**src/rtl/arb_pkg.sv**
```systemverilog
package arb_pkg;
    typedef enum logic {
        ST_IDLE = 1'b0,
        ST_HOLD = 1'b1
    } arb_state_t;

    localparam int NUM_TIERS = 4;
endpackage

```
**src/rtl/arb_classify.sv**
```systemverilog
module arb_classify #(
    parameter int              NQ         = 6,
    parameter logic [NQ-1:0]   WRITE_MASK = 6'b001011
) (
    input  logic [NQ-1:0]                       hard_req,
    input  logic [NQ-1:0]                       soft_req,
    output logic [arb_pkg::NUM_TIERS-1:0][NQ-1:0] tiers
);
    logic [NQ-1:0] soft_only;

    // a queue with both lines set counts as urgent only
    assign soft_only = soft_req & ~hard_req;

    // tier order: 0 urgent write, 1 urgent read, 2 normal write, 3 normal read
    always_comb begin
        tiers[0] = hard_req  &  WRITE_MASK;
        tiers[1] = hard_req  & ~WRITE_MASK;
        tiers[2] = soft_only &  WRITE_MASK;
        tiers[3] = soft_only & ~WRITE_MASK;
    end
endmodule

```
**src/rtl/arb_rr_pick.sv**
```systemverilog
module arb_rr_pick #(
    parameter int NQ = 6,
    localparam int IW = $clog2(NQ)
) (
    input  logic [NQ-1:0] req,
    input  logic [IW-1:0] last,
    output logic          found,
    output logic [IW-1:0] idx
);
    // search begins one place after the last granted queue
    always_comb begin
        found = 1'b0;
        idx   = '0;
        for (int k = 1; k <= NQ; k++) begin
            int q;
            q = (int'(last) + k) % NQ;
            if (!found && req[q]) begin
                found = 1'b1;
                idx   = IW'(q);
            end
        end
    end
endmodule

```
**src/rtl/dma_queue_arbiter.sv**
```systemverilog
module dma_queue_arbiter #(
    parameter int            NQ         = 6,
    parameter logic [NQ-1:0] WRITE_MASK = 6'b001011,
    localparam int           IW         = $clog2(NQ)
) (
    input  logic          clk,
    input  logic          rst_n,
    input  logic [NQ-1:0] hard_req,
    input  logic [NQ-1:0] soft_req,
    input  logic          xfer_done,
    output logic [NQ-1:0] grant,
    output logic [IW-1:0] grant_idx,
    output logic          grant_wr,
    output logic          busy
);
    import arb_pkg::*;

    arb_state_t state_q, state_d;

    logic [NUM_TIERS-1:0][NQ-1:0] tiers;
    logic [NUM_TIERS-1:0]         tier_found;
    logic [IW-1:0]                tier_idx [NUM_TIERS];
    logic [IW-1:0]                last_q;
    logic                         win_valid;
    logic [IW-1:0]                win_idx;
    logic                         win_wr;
    logic [NQ-1:0]                grant_q;
    logic [IW-1:0]                idx_q;
    logic                         wr_q;

    arb_classify #(.NQ(NQ), .WRITE_MASK(WRITE_MASK)) u_classify (
        .hard_req (hard_req),
        .soft_req (soft_req),
        .tiers    (tiers)
    );

    for (genvar t = 0; t < NUM_TIERS; t++) begin : g_tier
        arb_rr_pick #(.NQ(NQ)) u_pick (
            .req   (tiers[t]),
            .last  (last_q),
            .found (tier_found[t]),
            .idx   (tier_idx[t])
        );
    end

    // the lowest-numbered non-empty tier wins
    always_comb begin
        win_valid = 1'b0;
        win_idx   = '0;
        win_wr    = 1'b0;
        for (int t = NUM_TIERS - 1; t >= 0; t--) begin
            if (tier_found[t]) begin
                win_valid = 1'b1;
                win_idx   = tier_idx[t];
                win_wr    = (t % 2) == 0;
            end
        end
    end

    // next-state logic: accept and release transitions
    always_comb begin
        state_d = state_q;
        unique case (state_q)
            ST_IDLE: if (win_valid) state_d = ST_HOLD;
            ST_HOLD: if (xfer_done) state_d = ST_IDLE;
            default: state_d = ST_IDLE;
        endcase
    end

    always_ff @(posedge clk) begin
        if (!rst_n) state_q <= ST_IDLE;
        else        state_q <= state_d;
    end

    // output registers and rotation pointer
    always_ff @(posedge clk) begin
        if (!rst_n) begin
            grant_q <= '0;
            idx_q   <= '0;
            wr_q    <= 1'b0;
            last_q  <= IW'(NQ - 1);
        end else if (state_q == ST_IDLE && win_valid) begin
            grant_q <= NQ'(1) << win_idx;
            idx_q   <= win_idx;
            wr_q    <= win_wr;
            last_q  <= win_idx;
        end else if (state_q == ST_HOLD && xfer_done) begin
            grant_q <= '0;
            idx_q   <= '0;
            wr_q    <= 1'b0;
        end
    end

    assign grant     = grant_q;
    assign grant_idx = idx_q;
    assign grant_wr  = wr_q;
    assign busy      = (state_q == ST_HOLD);

    assert_grant_onehot_R7: assert property (@(posedge clk) disable iff (!rst_n)
        $onehot0(grant));
    assert_hold_stable_R7: assert property (@(posedge clk) disable iff (!rst_n)
        (busy && !xfer_done) |=> $stable(grant));
    assert_release_R8: assert property (@(posedge clk) disable iff (!rst_n)
        (busy && xfer_done) |=> (grant == '0));
    assert_busy_matches_R10: assert property (@(posedge clk) disable iff (!rst_n)
        busy == (grant != '0));
    assert_idle_none_R2: assert property (@(posedge clk) disable iff (!rst_n)
        (!busy && hard_req == '0 && soft_req == '0) |=> !busy);
    assert_hard_first_R3: assert property (@(posedge clk) disable iff (!rst_n)
        ($rose(busy) && $past(hard_req) != '0) |-> ((grant & $past(hard_req)) != '0));
    assert_write_first_R4: assert property (@(posedge clk) disable iff (!rst_n)
        ($rose(busy) && ($past(hard_req) & WRITE_MASK) != '0) |-> grant_wr);
    assert_dir_bit_R9: assert property (@(posedge clk) disable iff (!rst_n)
        busy |-> (grant_wr == ((grant & WRITE_MASK) != '0)));
endmodule

```
**config.mk**
```make
export PLATFORM = sky130hd
export DESIGN_NAME = dma_queue_arbiter
export DESIGN_NICKNAME = d
export VERILOG_FILES = /design/src/rtl/arb_pkg.sv /design/src/rtl/arb_classify.sv /design/src/rtl/arb_rr_pick.sv /design/src/rtl/dma_queue_arbiter.sv
export SDC_FILE = /design/constraint.sdc
export NUM_CORES = 1
export LEC_CHECK = 0
export BUFFER_PORTS_ARGS = -buffer_cell sky130_fd_sc_hd__buf_2
export CORE_MARGIN = 10
export CORE_UTILIZATION = 58
export CTS_CLUSTER_DIAMETER = 100
export CTS_CLUSTER_SIZE = 30
export DETAILED_ROUTE_END_ITERATION = 10
export PLACE_DENSITY = 0.76
export SYNTH_ARGS = -nofsm -noshare
export SYNTH_HDL_FRONTEND = slang
export SYNTH_HIERARCHICAL = 1
export SYNTH_SLANG_ARGS = --single-unit
```
**constraint.sdc**
```tcl
create_clock -name clk -period 6.19 [get_ports clk]
set_clock_uncertainty 0.1 [all_clocks]
set_input_delay 0 -clock clk [delete_from_list [all_inputs] [get_ports clk]]
set_output_delay 0 -clock clk [all_outputs]
set_load 0.01 [all_outputs]
```
==> impl_results.md, run 1 <==
- WL/cell: 15.37 µm
- Compound-cell area share of the yosys netlist: 0.2736
- Post-CTS Setup Inserts: 0
- FFs w/ async S/R, synth: 0
- Period utilisation layout: 0.8263
- Status: completed
- Via count: 4351
- Final hold vios: 0
- Initial DRC Count: 228
- Yosys warns: 6
- # clock sinks: 14
- GRT overflow: 0
- Syn Area/Cell: 7.588 µm²
- Share of cells above drive strength 1: 0.1894
- Seq/Total Area, Yosys: 0.06292
- Core area: 0.007370 mm²
- Adder-cell share of the synthesized area: 0.1124
- Maxcap violations: 0
- Vias in the first global route: 4083
- Num ports: 26
- HPWL Detailed: 8.620 mm
- Largest family of logic cells by synthesized area: simple AND/OR/NAND/NOR gates
- Buffers on Ports: 25
- GRT Max-Usage Layer: met2
- Met2 Resource Use GR: 0.3378
- Total iterations of the first detailed-routing run: 4
- Area delta synth->final: 4.410%
- Setup TNS: 0 ns
- Max-Slew Margin vs Limit: 0.4317
- Clock period minus worst slack: 5.115 ns
- CTS Root Cell: clkbuf_8
- Fin nets: 658
- Critical path's top delay family: simple AND/OR/NAND/NOR gates
- Largest net degree at the start of global routing: 41
- Worst slew pin tran: 0.8525 ns
- Max-slew violations: 0
- F_max: 195.5 MHz
- Crit. End Element: flip-flop
- Synth Flop Type: dfxtp_1
- Mapped cell area: 0.004454 mm²
- Worst Path Max Fanout: 16
- Hold crit path type: input pin to flip-flop
- Num CTS Buffers: 3
- Resize count post-CTS: 0
- Synth Area in XOR/XNOR: 0.03034
- Die height: 107.6 µm
- Crit path launch type: flip-flop
- Routed WL: 10.77 mm
- Setup CP Type: flip-flop to flip-flop
- Slowest-stage cell, CP: dfxtp_1
- Synth Register Bits: 14
- Reg2reg setup slack: 1.08 ns
- Met3 Use GR: 0.01198
- # setup viols final: 0
- Synth Instances: 587
- Yosys cell types: 79
- DRT antenna net count: 0
- Ant diodes: 0
- Effective utilization at floorplan: 0.6044
- Critical path's most frequent cell: ha_1
- Synth Area in Simple Gates: 0.3017
- Largest stage delay, worst path: 0.85 ns
- Worst skew pair latency: 0.25 ns
- Worst Path Buf+Inv: 2
- Via/cell ratio: 6.207
- Place WS: 1.156 ns
- Global-route wire length before repair: 18.52 mm
- Htree depth: 1
- Die Wd: 107.6 µm
- EDFF count, synth: 0
- GPL Wtd Cong: 0.9129
- CTS tree: built
- Initial antenna violation count: 0
- Multiplexer share of the synthesized area: 0.1284
- Row count: 31
- Worst path required time: 6.27 ns
- Grt met1 use: 0.2250
- Number of fill cells: 680
- Die Footprint: 0.01159 mm²
- DRC Markers: 0
- RSZ-0062 raised after global routing: no
- Clock Path Buffers: 2
- Crit path cell chain: buf_4, ha_1, a21oi_1, inv_1, ha_1, nor2b_1, nand3_1, a22oi_1, mux2_2, nor4_4, nand2_1, nand3b_1, a221oi_1, nand4_1, a21boi_1
- Setup WS post-layout: 1.075 ns
- Total routing usage reported by global routing: 0.1823
- Clock transition at the registers of the reported paths: 0.06 ns
- Critical path arrival: 5.19 ns
-- metrics by stage --
stage	cell area (µm²)	util	hold slack [ns]	std cells
final	4651	0.6311	0.02899	701
after floorplan	4496	-	0.05313	598
after CTS	4651	0.6311	0.03406	701
after global routing	4651	0.6311	0.05116	701
after global placement	4586	0.6222	0.1814	696
after detailed placement	4586	0.6222	0.1827	696
-- layout by cell type, fill, tap and decap left out, types with 7 or more instances in the layout --
master and n:
nand4_1 8, conb_1 12, mux2_2 16, a22oi_1 7, ha_1 40, buf_2 25
nand3b_1 14, nand2b_1 10, nor3_1 19, nor4_1 10, a21oi_1 18, nand3_1 18
inv_2 8, mux2i_1 17, buf_4 7, a211oi_1 12, and2_1 8, a21boi_1 9
nor2_1 29, o21ai_1 7, nor3b_1 9, a31oi_1 15, nand2_1 49, inv_1 42
nor2b_1 15, o21ai_0 26, dfxtp_1 13
-- synth_stat cells, types with 16 or more instances --
cell | n | area share
a21oi_1 | 18 | 0.020
buf_4 | 18 | 0.030
ha_1 | 40 | 0.11
inv_1 | 42 | 0.035
mux2_2 | 16 | 0.040
mux2i_1 | 17 | 0.038
nand2_1 | 49 | 0.041
nand3_1 | 18 | 0.020
nor2_1 | 29 | 0.024
nor3_1 | 19 | 0.021
o21ai_0 | 26 | 0.029
-- registers in the layout, summed over array words and instances (netlist names) --
name       count
grant          6
last_q         3
grant_wr       1
busy           1
grant_idx      3
-- kinds of logic (layout without fill, tap and decap cells) --
logic type	count (synthesis)	count (layout)
buf+inv	83	87
fa+ha+maj	40	40
mux	45	45
flops	14	14
compound gates	167	167
other cells	1	12
xor+xnor	12	12
simple gates	225	225
-- per-layer routing --
layer,up-vias,part of all wire
li1,2191,-
met1,2045,0.44
met2,105,0.50
met3,10,0.039
met4,0,0.012
met5,-,0
-- worst min-delay path: stages --
cell      delay, ns
buf_2          0.08
or2b_1         0.15
a21boi_0       0.10
-- worst paths after layout --
kind                          startpoint                    end  cells past startpoint
setup / recovery  last_q[2]$_SDFFE_PN1P_  grant[2]$_SDFFE_PN0P_                     15
hold reg to reg    grant[3]$_SDFFE_PN0P_  grant[3]$_SDFFE_PN0P_                      2
setup reg to reg  last_q[2]$_SDFFE_PN1P_  grant[2]$_SDFFE_PN0P_                     15
hold / removal                 xfer_done        busy$_SDFF_PN0_                      3
-- area by class of cell --
type                            instances  area, µm²  area share
Inverter                               50      187.7     0.04036
Multi-Input combinational cell        501       3815      0.8203
Clock buffer                            4      55.05     0.01184
Sequential cell                        14      281.5     0.06053
Timing Repair Buffer                   33      187.7     0.04036
Tap cell                               99      123.9     0.02663
-- what timing repair did --
action	CTS	global route
endpoints found under the hold margin	2	0
endpoints found under the setup margin	0	0
hold buffers	1	0
Power of run 1 is left out: the tool's default activity adds up to more than one toggle a clock period on the data nets, which glitch-free logic cannot reach.
==> inputs of run 2 (changes only) <==
==> constraint.sdc (replaced) <==
create_clock -name clk -period 5.05 [get_ports clk]
set_clock_uncertainty 0.1 [all_clocks]
set_input_delay 0 -clock clk [delete_from_list [all_inputs] [get_ports clk]]
set_output_delay 0 -clock clk [all_outputs]
set_load 0.01 [all_outputs]
==> impl_results.md, run 2 (synthesis gave the netlist of run 1 again) <==
- WL/cell: 15.62 µm
- Maxcap violations: 0
- Die Wd: 107.6 µm
- Initial DRC Count: 204
- RSZ-0062 raised after global routing: no
- Vias in the first global route: 4289
- Num CTS Buffers: 3
- Largest net degree at the start of global routing: 29
- Critical path arrival: 4.81 ns
- Share of cells above drive strength 1: 0.2016
- Period utilisation layout: 0.9362
- Final instance area: 0.004718 mm²
- Ant diodes: 0
- Crit path launch type: flip-flop
- Global-route wire length before repair: 19.06 mm
- Setup CP Type: flip-flop to flip-flop
- GPL Wtd Cong: 0.9268
- DRC Markers: 0
- R2r startpoint: last_q[2]$_SDFFE_PN1P_
- Clock period minus worst slack: 4.728 ns
- Placed cell area: 0.004646 mm²
- F_max: 211.5 MHz
- CTS Root Cell: clkbuf_8
- Die Footprint: 0.01159 mm²
- Hold crit path type: input pin to flip-flop
- Effective utilization at floorplan: 0.6044
- Via/cell ratio: 6.278
- Hold Startpoint: xfer_done
- Hold depth: 3
- Routed WL: 11.07 mm
- Initial antenna violation count: 0
- # clock sinks: 14
- Worst path required time: 5.13 ns
- DRT antenna net count: 0
- Met2 WL: 5.493 mm
- Worst reg2reg path depth: 17
- Max reg flops: 6
- Status: completed
- Post-CTS Setup Inserts: 0
- DR WL met3: 459 µm
- Most frequent cells in the layout: nand2_1 (49), inv_1 (42), ha_1 (40)
- Num ports: 26
- HPWL Detailed: 8.801 mm
- Reg2reg setup slack: 0.32 ns
- Via count: 4451
- Max-Slew Margin vs Limit: 0.6566
- Crit. End Element: flip-flop
- Post-Route M1 WL: 4.878 mm
- Htree depth: 1
- Core area: 0.007370 mm²
- FF-to-FF End: grant[3]$_SDFFE_PN0P_
- Max-slew violations: 0
- Row count: 31
- Worst skew pair latency: 0.25 ns
- # setup viols final: 0
- Clock transition at the registers of the reported paths: 0.06 ns
- GRT overflow: 0
- Clock Path Buffers: 2
- Buffers on Ports: 25
- Fin nets: 666
- Fin util: 0.6402
- Worst Path Max Fanout: 9
- Die height: 107.6 µm
- Total routing usage reported by global routing: 0.1872
- Total iterations of the first detailed-routing run: 5
- Most common cell after layout, fill and taps aside: nand2_1
- Setup TNS: 0 ns
- Area delta synth->final: 5.927%
- Final hold vios: 0
- CTS tree: built
- DR top layer: met4
- Hold endpoint: busy$_SDFF_PN0_
- Placed cells: 704
- Worst slew pin tran: 0.5121 ns
- Final cell count without fillers: 709
[run 2: repair_timing]
item | 4_1_cts | 5_1_grt
endpoints found under the hold margin | 3 | 0
hold buffers | 1 | 0
setup endpoints to repair | 0 | 11
gates resized for setup | 0 | 2
[run 2: metrics by stage]
step,worst slack [ns],hold slack [ns]
after floorplan,0.1486,0.05313
after global placement,0.3967,0.2033
after detailed placement,0.3500,0.2013
after CTS,0.3082,0.01025
after global routing,0.005875,0.02054
final,0.3222,0.01395
[run 2: critical path, stage by stage (launching register included)]
cell and delay [ns]:
dfxtp_1 0.46, buf_4 0.23, inv_1 0.08, ha_1 0.25, a21oi_1 0.26, inv_1 0.12
ha_1 0.30, nor2b_1 0.23, o21ai_0 0.15, mux4_2 0.48, a21oi_1 0.29, mux2i_2 0.41
nor2_1 0.09, nand2_1 0.23, a211oi_1 0.15, a211oi_1 0.50, nand4_1 0.16, a21boi_1 0.16
[run 2: worst max path at each step]
stage	start	endpoint	slack [ns]	depth (start not counted)
after floorplan	last_q[2]$_SDFFE_PN1P_	grant_wr$_SDFFE_PN0P_	0.15	17
after global placement	last_q[1]$_SDFFE_PN0P_	grant_idx[1]$_SDFFE_PN0P_	0.40	16
after detailed placement	last_q[1]$_SDFFE_PN0P_	grant_idx[1]$_SDFFE_PN0P_	0.35	16
after CTS	last_q[1]$_SDFFE_PN0P_	grant_wr$_SDFFE_PN0P_	0.31	16
after global routing	last_q[2]$_SDFFE_PN1P_	last_q[1]$_SDFFE_PN0P_	0.006	17
final	last_q[2]$_SDFFE_PN1P_	grant[3]$_SDFFE_PN0P_	0.32	17
[run 2: per-layer routing]
layer,GRT usage,vias up
li1,-,2202
met1,0.2295,2105
met2,0.3326,118
met3,0.01737,26
met4,0.06202,0
met5,0,-
[run 2: cell type report]
| cell class | instances | area, µm² |
|---|---|---|
| multi-input combinational | 501 | 3820 |
| fill | 696 | 2651 |
| sequential | 14 | 284.0 |
| timing repair buffer | 41 | 247.7 |
| inverter | 50 | 187.7 |
| tap | 99 | 123.9 |
| clock buffer | 4 | 55.05 |
Power of run 2 is left out for the same reason.
==> inputs of run 3 (changes only) <==
--- a/config.mk
+++ b/config.mk
@@ -6,6 +6,7 @@
 export NUM_CORES = 1
 export LEC_CHECK = 0
 export BUFFER_PORTS_ARGS = -buffer_cell sky130_fd_sc_hd__buf_2
+export CORE_ASPECT_RATIO = 1.4
 export CORE_MARGIN = 10
 export CORE_UTILIZATION = 58
 export CTS_CLUSTER_DIAMETER = 100
==> impl_results.md, run 3 (synthesis gave the netlist of run 1 again) <==
- Status: completed
- Final hold vios: 0
- Setup CP Type: flip-flop to flip-flop
- Worst path required time: 5.07 ns
- Hold crit path type: input pin to flip-flop
- Via/cell ratio: 6.195
- Num ports: 26
- Most common cell after layout, fill and taps aside: nand2_1
- Worst slew pin tran: 0.6900 ns
- Reg2reg setup slack: 0.42 ns
- Crit path cell chain: buf_4, inv_1, ha_1, xor2_2, inv_2, ha_1, nor2b_1, a211oi_2, o21bai_1, o21ai_0, nor4_4, nand2_2, nor4_1, nor3b_1, nand2_1, nand3_1
- Final instance area: 0.004742 mm²
- Routed WL: 10.89 mm
- Buffers on Ports: 25
- Maxcap violations: 0
- Num CTS Buffers: 3
- Effective utilization at floorplan: 0.6014
- # clock sinks: 14
- Clock transition at the registers of the reported paths: 0.06 ns
- Hold depth: 3
- Most frequent cells in the layout: nand2_1 (47), inv_1 (42), ha_1 (40)
- DRT antenna net count: 0
- HPWL Detailed: 8.866 mm
- Slowest-stage cell, CP: nor4_1
- Die Footprint: 0.01163 mm²
- Period utilisation layout: 0.9167
- Fin nets: 666
- Initial antenna violation count: 0
- Placed cell area: 0.004643 mm²
- Row count: 37
- WP depth: 16
- F_max: 216.0 MHz
- Worst reg2reg path depth: 16
- Initial DRC Count: 233
- CTS Root Cell: clkbuf_8
- Area delta synth->final: 6.461%
- Die Wd: 94.07 µm
- Max reg flops: 6
- Critical path arrival: 4.65 ns
- Share of cells above drive strength 1: 0.2148
- Largest net degree at the start of global routing: 24
- Post-CTS Setup Inserts: 0
- Worst skew pair latency: 0.24 ns
- # setup viols final: 0
- Total iterations of the first detailed-routing run: 4
- Critical path's most frequent cell: ha_1
- GRT overflow: 0
- WL/cell: 15.41 µm
- Global-route wire length before repair: 19.05 mm
- Htree depth: 1
- Via count: 4380
- Clock Path Buffers: 2
- DRC Markers: 0
- GPL Wtd Cong: 0.9437
- Largest stage delay, worst path: 0.67 ns
- CTS tree: built
- Total routing usage reported by global routing: 0.1896
- Critical path's top delay family: simple AND/OR/NAND/NOR gates
- Vias in the first global route: 4354
- RSZ-0062 raised after global routing: no
- Core area: 0.007407 mm²
- Setup TNS: 0 ns
- Max-Slew Margin vs Limit: 0.5357
- Die height: 123.7 µm
- Ant diodes: 0
- Worst Path Buf+Inv: 3
- Max-slew violations: 0
- Worst Path Max Fanout: 23
- Clock period minus worst slack: 4.629 ns
- Crit path launch type: flip-flop
- Crit. End Element: flip-flop
==> run 3: layout make-up <==
class,count,area (µm²)
clock buffers,4,55.05
multi-input cells,501,3844
fillers,669,2665
well taps,97,121.4
inverters,50,187.7
flip-flops and latches,14,286.5
repair buffers,41,247.7
==> run 3: path summary, 6_finish.rpt <==
kind / start / endpoint
worst max-delay path: last_q[0]$_SDFFE_PN1P_ / last_q[2]$_SDFFE_PN1P_
worst min-delay path: xfer_done / busy$_SDFF_PN0_
worst max register to register: last_q[0]$_SDFFE_PN1P_ / last_q[2]$_SDFFE_PN1P_
worst min register to register: grant[5]$_SDFFE_PN0P_ / grant[5]$_SDFFE_PN0P_
==> run 3: per-layer routing <==
layer,part of all wire,up-vias,GRT usage,wire length [µm]
li1,-,2203,-,-
met1,0.41,2062,0.1996,4447
met2,0.53,87,0.3761,5827
met3,0.024,28,0.01204,266
met4,0.032,0,0.07429,350
met5,0,-,0,0
==> run 3: per-stage QoR <==
step	std cells	setup WS (ns)	hold WS (ns)	utilization
final	707	0.4209	0.04649	0.6402
after floorplan	598	0.1486	0.05313	-
after CTS	707	0.08813	0.05115	0.6356
after global placement	702	0.2108	0.1844	0.6269
after global routing	707	0.05558	0.04624	0.6402
after detailed placement	702	0.09591	0.1879	0.6269
==> run 3: what timing repair did <==
action | CTS | global route
resized for setup | 0 | 10
setup endpoints to repair | 0 | 14
hold buffers | 1 | 0
endpoints found under the hold margin | 2 | 0
==> run 3: worst register-to-register path, stage by stage, from the launching register on <==
cell,delay [ns]
dfxtp_4,0.51
buf_4,0.36
inv_1,0.08
ha_1,0.23
xor2_2,0.25
inv_2,0.10
ha_1,0.28
nor2b_1,0.25
a211oi_2,0.14
o21bai_1,0.23
o21ai_0,0.23
nor4_4,0.46
nand2_2,0.22
nor4_1,0.67
nor3b_1,0.17
nand2_1,0.15
nand3_1,0.08
Power of run 3 is left out for the same reason.
